`config.mk`:
```
export PLATFORM = sky130hd
export DESIGN_NAME = uart_hunt_rx
export DESIGN_NICKNAME = d
export VERILOG_FILES = /design/src/rtl/uart_hunt_rx_pkg.sv /design/src/rtl/uart_hunt_rx_ctrl.sv /design/src/rtl/uart_hunt_rx_dp.sv /design/src/rtl/uart_hunt_rx.sv
export SDC_FILE = /design/constraint.sdc
export NUM_CORES = 1
export LEC_CHECK = 0
export BUFFER_PORTS_ARGS = -buffer_cell sky130_fd_sc_hd__buf_2
export CAP_MARGIN = 5
export CORE_MARGIN = 2
export CORE_UTILIZATION = 29
export DETAILED_ROUTE_END_ITERATION = 16
export REMOVE_ABC_BUFFERS = 1
export SETUP_SLACK_MARGIN = 0.4
export SLEW_MARGIN = 20
export SYNTH_ARGS = -nofsm -noshare
export SYNTH_HDL_FRONTEND = slang
export SYNTH_SLANG_ARGS = --single-unit
```
`constraint.sdc`:
```
create_clock -name clk -period 2.2 [get_ports clk]
set_input_delay 0.33 -clock clk [delete_from_list [all_inputs] [get_ports clk]]
set_output_delay 0.33 -clock clk [all_outputs]
set_load 0.02 [all_outputs]
```
`src/rtl/uart_hunt_rx_pkg.sv`:
```
package uart_hunt_rx_pkg;

  typedef enum logic [2:0] {
    ST_IDLE,
    ST_START,
    ST_DATA,
    ST_ADDR,
    ST_PAR,
    ST_STOP,
    ST_DONE,
    ST_WAITHI
  } rxState_e;

  typedef struct packed {
    logic clear;
    logic shiftBit;
    logic takeAddr;
    logic takeParity;
    logic takeStop;
    logic deliver;
  } rxStrobes_t;

endpackage

```
`src/rtl/uart_hunt_rx_ctrl.sv`:
```
module uart_hunt_rx_ctrl
  import uart_hunt_rx_pkg::*;
#(
  parameter int TICKS_PER_BIT = 16,
  parameter int DATA_W        = 8
) (
  input  logic       clk,
  input  logic       rstN,
  input  logic       tick,
  input  logic       rxd,
  input  logic       enterHunt,
  input  logic       cfgLongChar,
  input  logic       cfgParityEn,
  input  logic       cfgTwoStop,
  input  logic       cfgMultidrop,
  input  logic       dpAddrBit,
  output logic       rxBit,
  output rxStrobes_t stb
);

  localparam int TICK_W = $clog2(TICKS_PER_BIT);
  localparam int HALF   = TICKS_PER_BIT / 2;
  localparam int BIT_W  = $clog2(DATA_W);
  localparam int IDLE_W = $clog2(DATA_W + 6);
  localparam logic [TICK_W-1:0] MID_TICK  = TICK_W'(HALF - 1);
  localparam logic [TICK_W-1:0] LAST_TICK = TICK_W'(TICKS_PER_BIT - 1);
  localparam logic [BIT_W-1:0]  LAST_LONG  = BIT_W'(DATA_W - 1);
  localparam logic [BIT_W-1:0]  LAST_SHORT = BIT_W'(DATA_W - 2);
  localparam logic [IDLE_W-1:0] IDLE_SAT   = '1;

  logic [1:0]        syncQ;
  rxState_e          stateQ, stateD;
  logic [TICK_W-1:0] tickCnt, tickD;
  logic [BIT_W-1:0]  bitCnt, bitD;
  logic              stopCnt, stopD;
  logic              stopLowQ, stopLowD;
  logic [TICK_W-1:0] idleTicks;
  logic [IDLE_W-1:0] idleBits;
  logic [IDLE_W-1:0] idleThresh;
  logic              hunting;
  logic              bitEnd;
  logic [BIT_W-1:0]  lastIdx;

  // two-flop synchronizer for the asynchronous line
  always_ff @(posedge clk) begin
    if (!rstN) syncQ <= 2'b11;
    else       syncQ <= {syncQ[0], rxd};
  end
  assign rxBit = syncQ[1];

  assign bitEnd  = tick && (tickCnt == LAST_TICK);
  assign lastIdx = cfgLongChar ? LAST_LONG : LAST_SHORT;

  always_comb begin
    stateD   = stateQ;
    tickD    = tickCnt;
    bitD     = bitCnt;
    stopD    = stopCnt;
    stopLowD = stopLowQ;
    stb      = '0;
    unique case (stateQ)
      ST_IDLE: begin
        if (tick && !rxBit) begin
          stateD = ST_START;
          tickD  = '0;
        end
      end
      ST_START: begin
        if (tick) begin
          tickD = tickCnt + 1'b1;
          if (tickCnt == MID_TICK) begin
            if (!rxBit) begin
              stateD    = ST_DATA;
              tickD     = '0;
              bitD      = '0;
              stopLowD  = 1'b0;
              stb.clear = 1'b1;
            end else begin
              stateD = ST_IDLE;
            end
          end
        end
      end
      ST_DATA: begin
        if (tick) tickD = tickCnt + 1'b1;
        if (bitEnd) begin
          tickD        = '0;
          stb.shiftBit = 1'b1;
          bitD         = bitCnt + 1'b1;
          stopD        = 1'b0;
          if (bitCnt == lastIdx)
            stateD = cfgMultidrop ? ST_ADDR : (cfgParityEn ? ST_PAR : ST_STOP);
        end
      end
      ST_ADDR: begin
        if (tick) tickD = tickCnt + 1'b1;
        if (bitEnd) begin
          tickD        = '0;
          stb.takeAddr = 1'b1;
          stateD       = cfgParityEn ? ST_PAR : ST_STOP;
        end
      end
      ST_PAR: begin
        if (tick) tickD = tickCnt + 1'b1;
        if (bitEnd) begin
          tickD          = '0;
          stb.takeParity = 1'b1;
          stateD         = ST_STOP;
        end
      end
      ST_STOP: begin
        if (tick) tickD = tickCnt + 1'b1;
        if (bitEnd) begin
          tickD        = '0;
          stb.takeStop = 1'b1;
          if (!rxBit) begin
            stopLowD = 1'b1;
            stateD   = ST_DONE;
          end else if (stopCnt == cfgTwoStop) begin
            stateD = ST_DONE;
          end else begin
            stopD = 1'b1;
          end
        end
      end
      ST_DONE: begin
        stb.deliver = !hunting || (cfgMultidrop && dpAddrBit);
        stateD      = stopLowQ ? ST_WAITHI : ST_IDLE;
      end
      ST_WAITHI: begin
        if (tick && rxBit) stateD = ST_IDLE;
      end
      default: stateD = ST_IDLE;
    endcase
  end

  always_ff @(posedge clk) begin
    if (!rstN) begin
      stateQ   <= ST_IDLE;
      tickCnt  <= '0;
      bitCnt   <= '0;
      stopCnt  <= 1'b0;
      stopLowQ <= 1'b0;
    end else begin
      stateQ   <= stateD;
      tickCnt  <= tickD;
      bitCnt   <= bitD;
      stopCnt  <= stopD;
      stopLowQ <= stopLowD;
    end
  end

  // idle-run measurement in whole bit times, saturating
  assign idleThresh = IDLE_W'(1) + (cfgLongChar ? IDLE_W'(DATA_W) : IDLE_W'(DATA_W - 1))
                    + IDLE_W'(cfgParityEn) + (cfgTwoStop ? IDLE_W'(2) : IDLE_W'(1));

  always_ff @(posedge clk) begin
    if (!rstN || enterHunt || (tick && !rxBit)) begin
      idleTicks <= '0;
      idleBits  <= '0;
    end else if (tick && (idleBits != IDLE_SAT)) begin
      idleTicks <= idleTicks + 1'b1;
      if (idleTicks == LAST_TICK) idleBits <= idleBits + 1'b1;
    end
  end

  always_ff @(posedge clk) begin
    if (!rstN)
      hunting <= 1'b1;
    else if (enterHunt)
      hunting <= 1'b1;
    else if (hunting && cfgMultidrop && (stateQ == ST_DONE) && dpAddrBit)
      hunting <= 1'b0;
    else if (hunting && !cfgMultidrop && (idleBits >= idleThresh))
      hunting <= 1'b0;
  end

  // the hunt command always leaves the receiver asleep
  a_r9_hunt_cmd: assert property (@(posedge clk) disable iff (!rstN)
    enterHunt |=> hunting);

  // in multidrop mode only a finished character can end the hunt
  a_r7_md_wake_frame: assert property (@(posedge clk) disable iff (!rstN)
    ($fell(hunting) && $past(cfgMultidrop)) |-> $past(stateQ == ST_DONE));

  // a low line never restarts reception after a framing error
  a_r5_wait_high: assert property (@(posedge clk) disable iff (!rstN)
    (stateQ == ST_WAITHI && !rxBit) |=> (stateQ == ST_WAITHI));

endmodule

```
`src/rtl/uart_hunt_rx_dp.sv`:
```
module uart_hunt_rx_dp
  import uart_hunt_rx_pkg::*;
#(
  parameter int DATA_W = 8
) (
  input  logic              clk,
  input  logic              rstN,
  input  rxStrobes_t        stb,
  input  logic              rxBit,
  input  logic              cfgLongChar,
  input  logic              cfgParityEn,
  input  logic              cfgParityEven,
  input  logic              cfgMultidrop,
  output logic              dpAddrBit,
  output logic [DATA_W-1:0] rxData,
  output logic              rxValid,
  output logic              rxAddr,
  output logic              rxParityErr,
  output logic              rxFrameErr
);

  logic [DATA_W-1:0] shiftQ;
  logic              parAcc;
  logic              addrQ;
  logic              perrQ;
  logic              ferrQ;

  assign dpAddrBit = addrQ;

  always_ff @(posedge clk) begin
    if (!rstN || stb.clear) begin
      shiftQ <= '0;
      parAcc <= 1'b0;
      addrQ  <= 1'b0;
      perrQ  <= 1'b0;
      ferrQ  <= 1'b0;
    end else begin
      if (stb.shiftBit) begin
        shiftQ <= {rxBit, shiftQ[DATA_W-1:1]};
        parAcc <= parAcc ^ rxBit;
      end
      if (stb.takeAddr) begin
        addrQ  <= rxBit;
        parAcc <= parAcc ^ rxBit;
      end
      if (stb.takeParity)
        perrQ <= cfgParityEn && (parAcc ^ rxBit ^ !cfgParityEven);
      if (stb.takeStop && !rxBit)
        ferrQ <= 1'b1;
    end
  end

  always_ff @(posedge clk) begin
    if (!rstN) begin
      rxData      <= '0;
      rxValid     <= 1'b0;
      rxAddr      <= 1'b0;
      rxParityErr <= 1'b0;
      rxFrameErr  <= 1'b0;
    end else begin
      rxValid <= stb.deliver;
      if (stb.deliver) begin
        rxData      <= cfgLongChar ? shiftQ : (shiftQ >> 1);
        rxAddr      <= cfgMultidrop && addrQ;
        rxParityErr <= perrQ;
        rxFrameErr  <= ferrQ;
      end
    end
  end

  // a delivery strobe lasts one clock
  a_r11_valid_pulse: assert property (@(posedge clk) disable iff (!rstN)
    rxValid |=> !rxValid);

  // delivered data holds between strobes
  a_r11_data_hold: assert property (@(posedge clk) disable iff (!rstN)
    !stb.deliver |=> $stable(rxData));

  // parity errors only appear when parity is enabled
  a_r4_perr_needs_pen: assert property (@(posedge clk) disable iff (!rstN)
    (rxValid && !cfgParityEn) |-> !rxParityErr);

  // the address flag is only raised in multidrop mode
  a_r8_addr_needs_md: assert property (@(posedge clk) disable iff (!rstN)
    (rxValid && rxAddr) |-> cfgMultidrop);

endmodule

```
`src/rtl/uart_hunt_rx.sv`:
```
module uart_hunt_rx
  import uart_hunt_rx_pkg::*;
#(
  parameter int TICKS_PER_BIT = 16,
  parameter int DATA_W        = 8
) (
  input  logic              clk,
  input  logic              rstN,
  input  logic              tick,
  input  logic              rxd,
  input  logic              enterHunt,
  input  logic              cfgLongChar,
  input  logic              cfgParityEn,
  input  logic              cfgParityEven,
  input  logic              cfgTwoStop,
  input  logic              cfgMultidrop,
  output logic [DATA_W-1:0] rxData,
  output logic              rxValid,
  output logic              rxAddr,
  output logic              rxParityErr,
  output logic              rxFrameErr
);

  rxStrobes_t stb;
  logic       rxBit;
  logic       dpAddrBit;

  uart_hunt_rx_ctrl #(
    .TICKS_PER_BIT(TICKS_PER_BIT),
    .DATA_W       (DATA_W)
  ) u_ctrl (
    .clk         (clk),
    .rstN        (rstN),
    .tick        (tick),
    .rxd         (rxd),
    .enterHunt   (enterHunt),
    .cfgLongChar (cfgLongChar),
    .cfgParityEn (cfgParityEn),
    .cfgTwoStop  (cfgTwoStop),
    .cfgMultidrop(cfgMultidrop),
    .dpAddrBit   (dpAddrBit),
    .rxBit       (rxBit),
    .stb         (stb)
  );

  uart_hunt_rx_dp #(
    .DATA_W(DATA_W)
  ) u_dp (
    .clk          (clk),
    .rstN         (rstN),
    .stb          (stb),
    .rxBit        (rxBit),
    .cfgLongChar  (cfgLongChar),
    .cfgParityEn  (cfgParityEn),
    .cfgParityEven(cfgParityEven),
    .cfgMultidrop (cfgMultidrop),
    .dpAddrBit    (dpAddrBit),
    .rxData       (rxData),
    .rxValid      (rxValid),
    .rxAddr       (rxAddr),
    .rxParityErr  (rxParityErr),
    .rxFrameErr   (rxFrameErr)
  );

endmodule

```
==> qor.yml <==
outcome:
  outcome: "finished, final reports clean"
sta:
  skew_ns: 0.00682
  fin_crit_ns: 1.83
  fmax_ghz: 0.546
  setup_viol: 0
  whs_ns: 0.200
  slew_violations: 0
  slew-limit-headroom_pct: 66.3
  rsz0062_at_grt: "true"
  finalHoldViolCount: 0
  fin_ws_ns: 0.368
  worstMarginPinSlew_ns: 0.504
  fin_crit_sh_pct: 83.3
synth:
  yosys_warnings: 0
  syn_avg_cell_area_um2: 9.04
  syn_area_mm2: 0.00260
  yosysTopAreaCellShare_pct: 36.1
  synth_area_leader_cell: "dfxtp_1"
  synth_cell_types: 47
  ys_ff_latch: 47
  synth_cells: 288
  ys_top_cells_by_area: "dfxtp_1 (36%), mux2i_1 (8.8%), ha_1 (8.2%)"
  ys_seq_area_share_pct: 36.1
floorplanning:
  start_util_pct: 29.9
  die-height_um: 98.8
  placementRows: 34
  dieArea_mm2: 0.00975
  chipWidth_um: 98.8
  core_area_mm2: 0.00872
  ios: 22
placed_design:
  io_buffer_count: 21
  globalplace.congestion: 0.814
  dp_hpwl_um: 3840
  post-place-ws_ns: -0.199
critical_path:
  critPathCaptureType: "register"
  critPathKind: "input pin to register"
  crit_required_ns: 2.42
  crit_chain: "buf_8 -> inv_4 -> ha_4 -> inv_4 -> ha_4 -> ha_4 -> inv_2 -> ha_4 -> a21o_1 -> a21o_1 -> a211o_1 -> o2111ai_1"
  cp_common_cell: "ha_4"
  worstPathArrival_ns: 2.05
  crit_path_max_fanout: 2
  rrSetupSlack_ns: 0.48
  crit_buf_inv: 4
  slowest_stage: "ha_4"
  cp_top_family: "adder cells"
  r2r_end: "u_ctrl.stateQ[0]"
  timing.rr.start: "u_ctrl.stateQ[1]"
  slowest_delay_ns: 0.26
  r2r_cells: 6
  cp-start-kind: "input pin"
cells_and_area:
  mostFrequentLayoutCell: "dfxtp_1"
  nets: 342
  drive_gt1_share_pct: 20.9
  area_growth_pct: 16.3
  final_cell_mix: "dfxtp_1 (43), nand2_1 (27), nor2_1 (25)"
  antennaDiodeCount: 0
global_routing:
  overflow: 0
  antenna_found_initial: 0
  met1_usage_pct: 15.1
  use_met3_pct: 2.20
  track_usage_pct: 11.2
  grt_busiest_layer: "met2"
  grt_pass1_wl_um: 9260
  gr-usage-met2_pct: 18.7
  grt_max_degree: 20
  grt_pass1_vias: 1935
route:
  wl_per_cell_um: 12.4
  ant_nets: 0
  drt_iter0_markers: 109
  wirelength_um: 5270
  dr.pass1.iters: 4
  drt_drc_violations_left: 0
  vias: 2059
  viasPerCell: 4.86
worst_hold_path:
  hp-start: "rxd"
  hold_end: "u_ctrl.syncQ[0]"
  whs_path_depth: 2
  hold_path_class: "input pin to register"
cts:
  cts.sinks: 47
  clock-root-buffer: "clkbuf_8"
  clk_latency_ns: 0.30
  cts_tree: "built"
  ctsHoldBuffers: 0
  htreeDepth: 2
  cts_made_buffers: 5
  cts_buffer_depth: 2
  clk_pin_slew_ns: 0.09
power:
  finalPower_w: 0.00174
  ir_drop_uv: 258
  p_leak_nw: 1.26
  powerDensity_mw_per_mm2: 575
run:
  drv_cap: 0
## worst max-delay path by stage
stage | startpoint | to | slack, ns | cells after the start
after floorplan | cfgLongChar | u_ctrl.hunting | 0.03 | 11
after global placement | cfgLongChar | u_ctrl.hunting | -0.13 | 12
after detailed placement | cfgLongChar | u_ctrl.hunting | -0.20 | 12
after CTS | cfgLongChar | u_ctrl.hunting | 0.38 | 12
after global routing | cfgLongChar | u_ctrl.hunting | 0.33 | 11
final | cfgLongChar | u_ctrl.hunting | 0.37 | 12
## report_power, final
| part | total [W] | internal [W] | switching (W) |
|---|---|---|---|
| logic | 0.000283 | 0.000130 | 0.000153 |
| registers | 0.000896 | 0.000863 | 0.0000331 |
| clock network | 0.000563 | 0.000236 | 0.000327 |
## cell usage after synthesis, drive strengths merged
master / number
dfxtp: 47
nand2: 28
nor2: 26
mux2i: 23
ha: 17
a21oi: 16
inv: 13
nand3: 12
buf: 11
o21ai: 10
nand2b: 7
o211a: 7
xnor2: 7
a21boi: 6
nand4: 6
xor2: 6
and2: 5
nor2b: 5
a21o: 4
clkbuf: 3
nor3: 3
nor3b: 3
o211ai: 3
o31ai: 3
and2b: 2
nand4b: 2
o2111ai: 2
o22ai: 2
or3: 2
a211o: 1
a221oi: 1
a22oi: 1
a311oi: 1
and3: 1
nand3b: 1
or4: 1
## through the flow
step                      instance area, um^2  instances  util [%]  TNS [ns]
after global placement                   2840        414      32.5    -0.128
after floorplan                          2510        274         -         0
after detailed placement                 2840        414      32.5    -0.199
after CTS                                3020        423      34.6         0
final                                    3030        424      34.7         0
after global routing                     3030        424      34.7         0
## logic make-up after synthesis
kind of cell	count (synthesis)	share of synthesized area, %
AOI/OAI and AO/OA	57	16.9
DFF	47	36.1
xor gates and xnor gates	13	4.37
and+or+nand+nor	104	20.3
adders and majority gates	17	8.17
buffers and inverters	27	5.29
muxes	23	8.84
## timing repair
item                                    4_1_cts  5_1_grt
gates resized for setup                      18        2
endpoints found under the setup margin        3       12
hold endpoints to repair                      0        0
setup buffers                                 1        1
pin swaps                                     7        1
## state kept, by name (all words and copies together) (netlist names), 2 cells and up
register	cells
u_ctrl.bitCnt	3
u_ctrl.syncQ	2
u_dp.rxData	8
u_dp.shiftQ	8
u_ctrl.tickCnt	4
u_ctrl.idleBits	4
u_ctrl.idleTicks	4
u_ctrl.stateQ	3
## area by class of cell
cell class                      count  area, um^2
Clock buffer                        5        68.8
Clock inverter                      3        27.5
Fill cell                         901        5690
Inverter                           13        53.8
Multi-Input combinational cell    214        1580
Sequential cell                    47         946
Tap cell                          108         135
Timing Repair Buffer               34         219
## per-layer routing
layer	share of wire, %	wire (um)	vias up
li1	-	-	1061
met1	51	2690	978
met2	46	2440	18
met3	2.4	126	2
met4	0.28	15	0
met5	0	0	-
No activity file was read; power rests on OpenSTA's default activity.
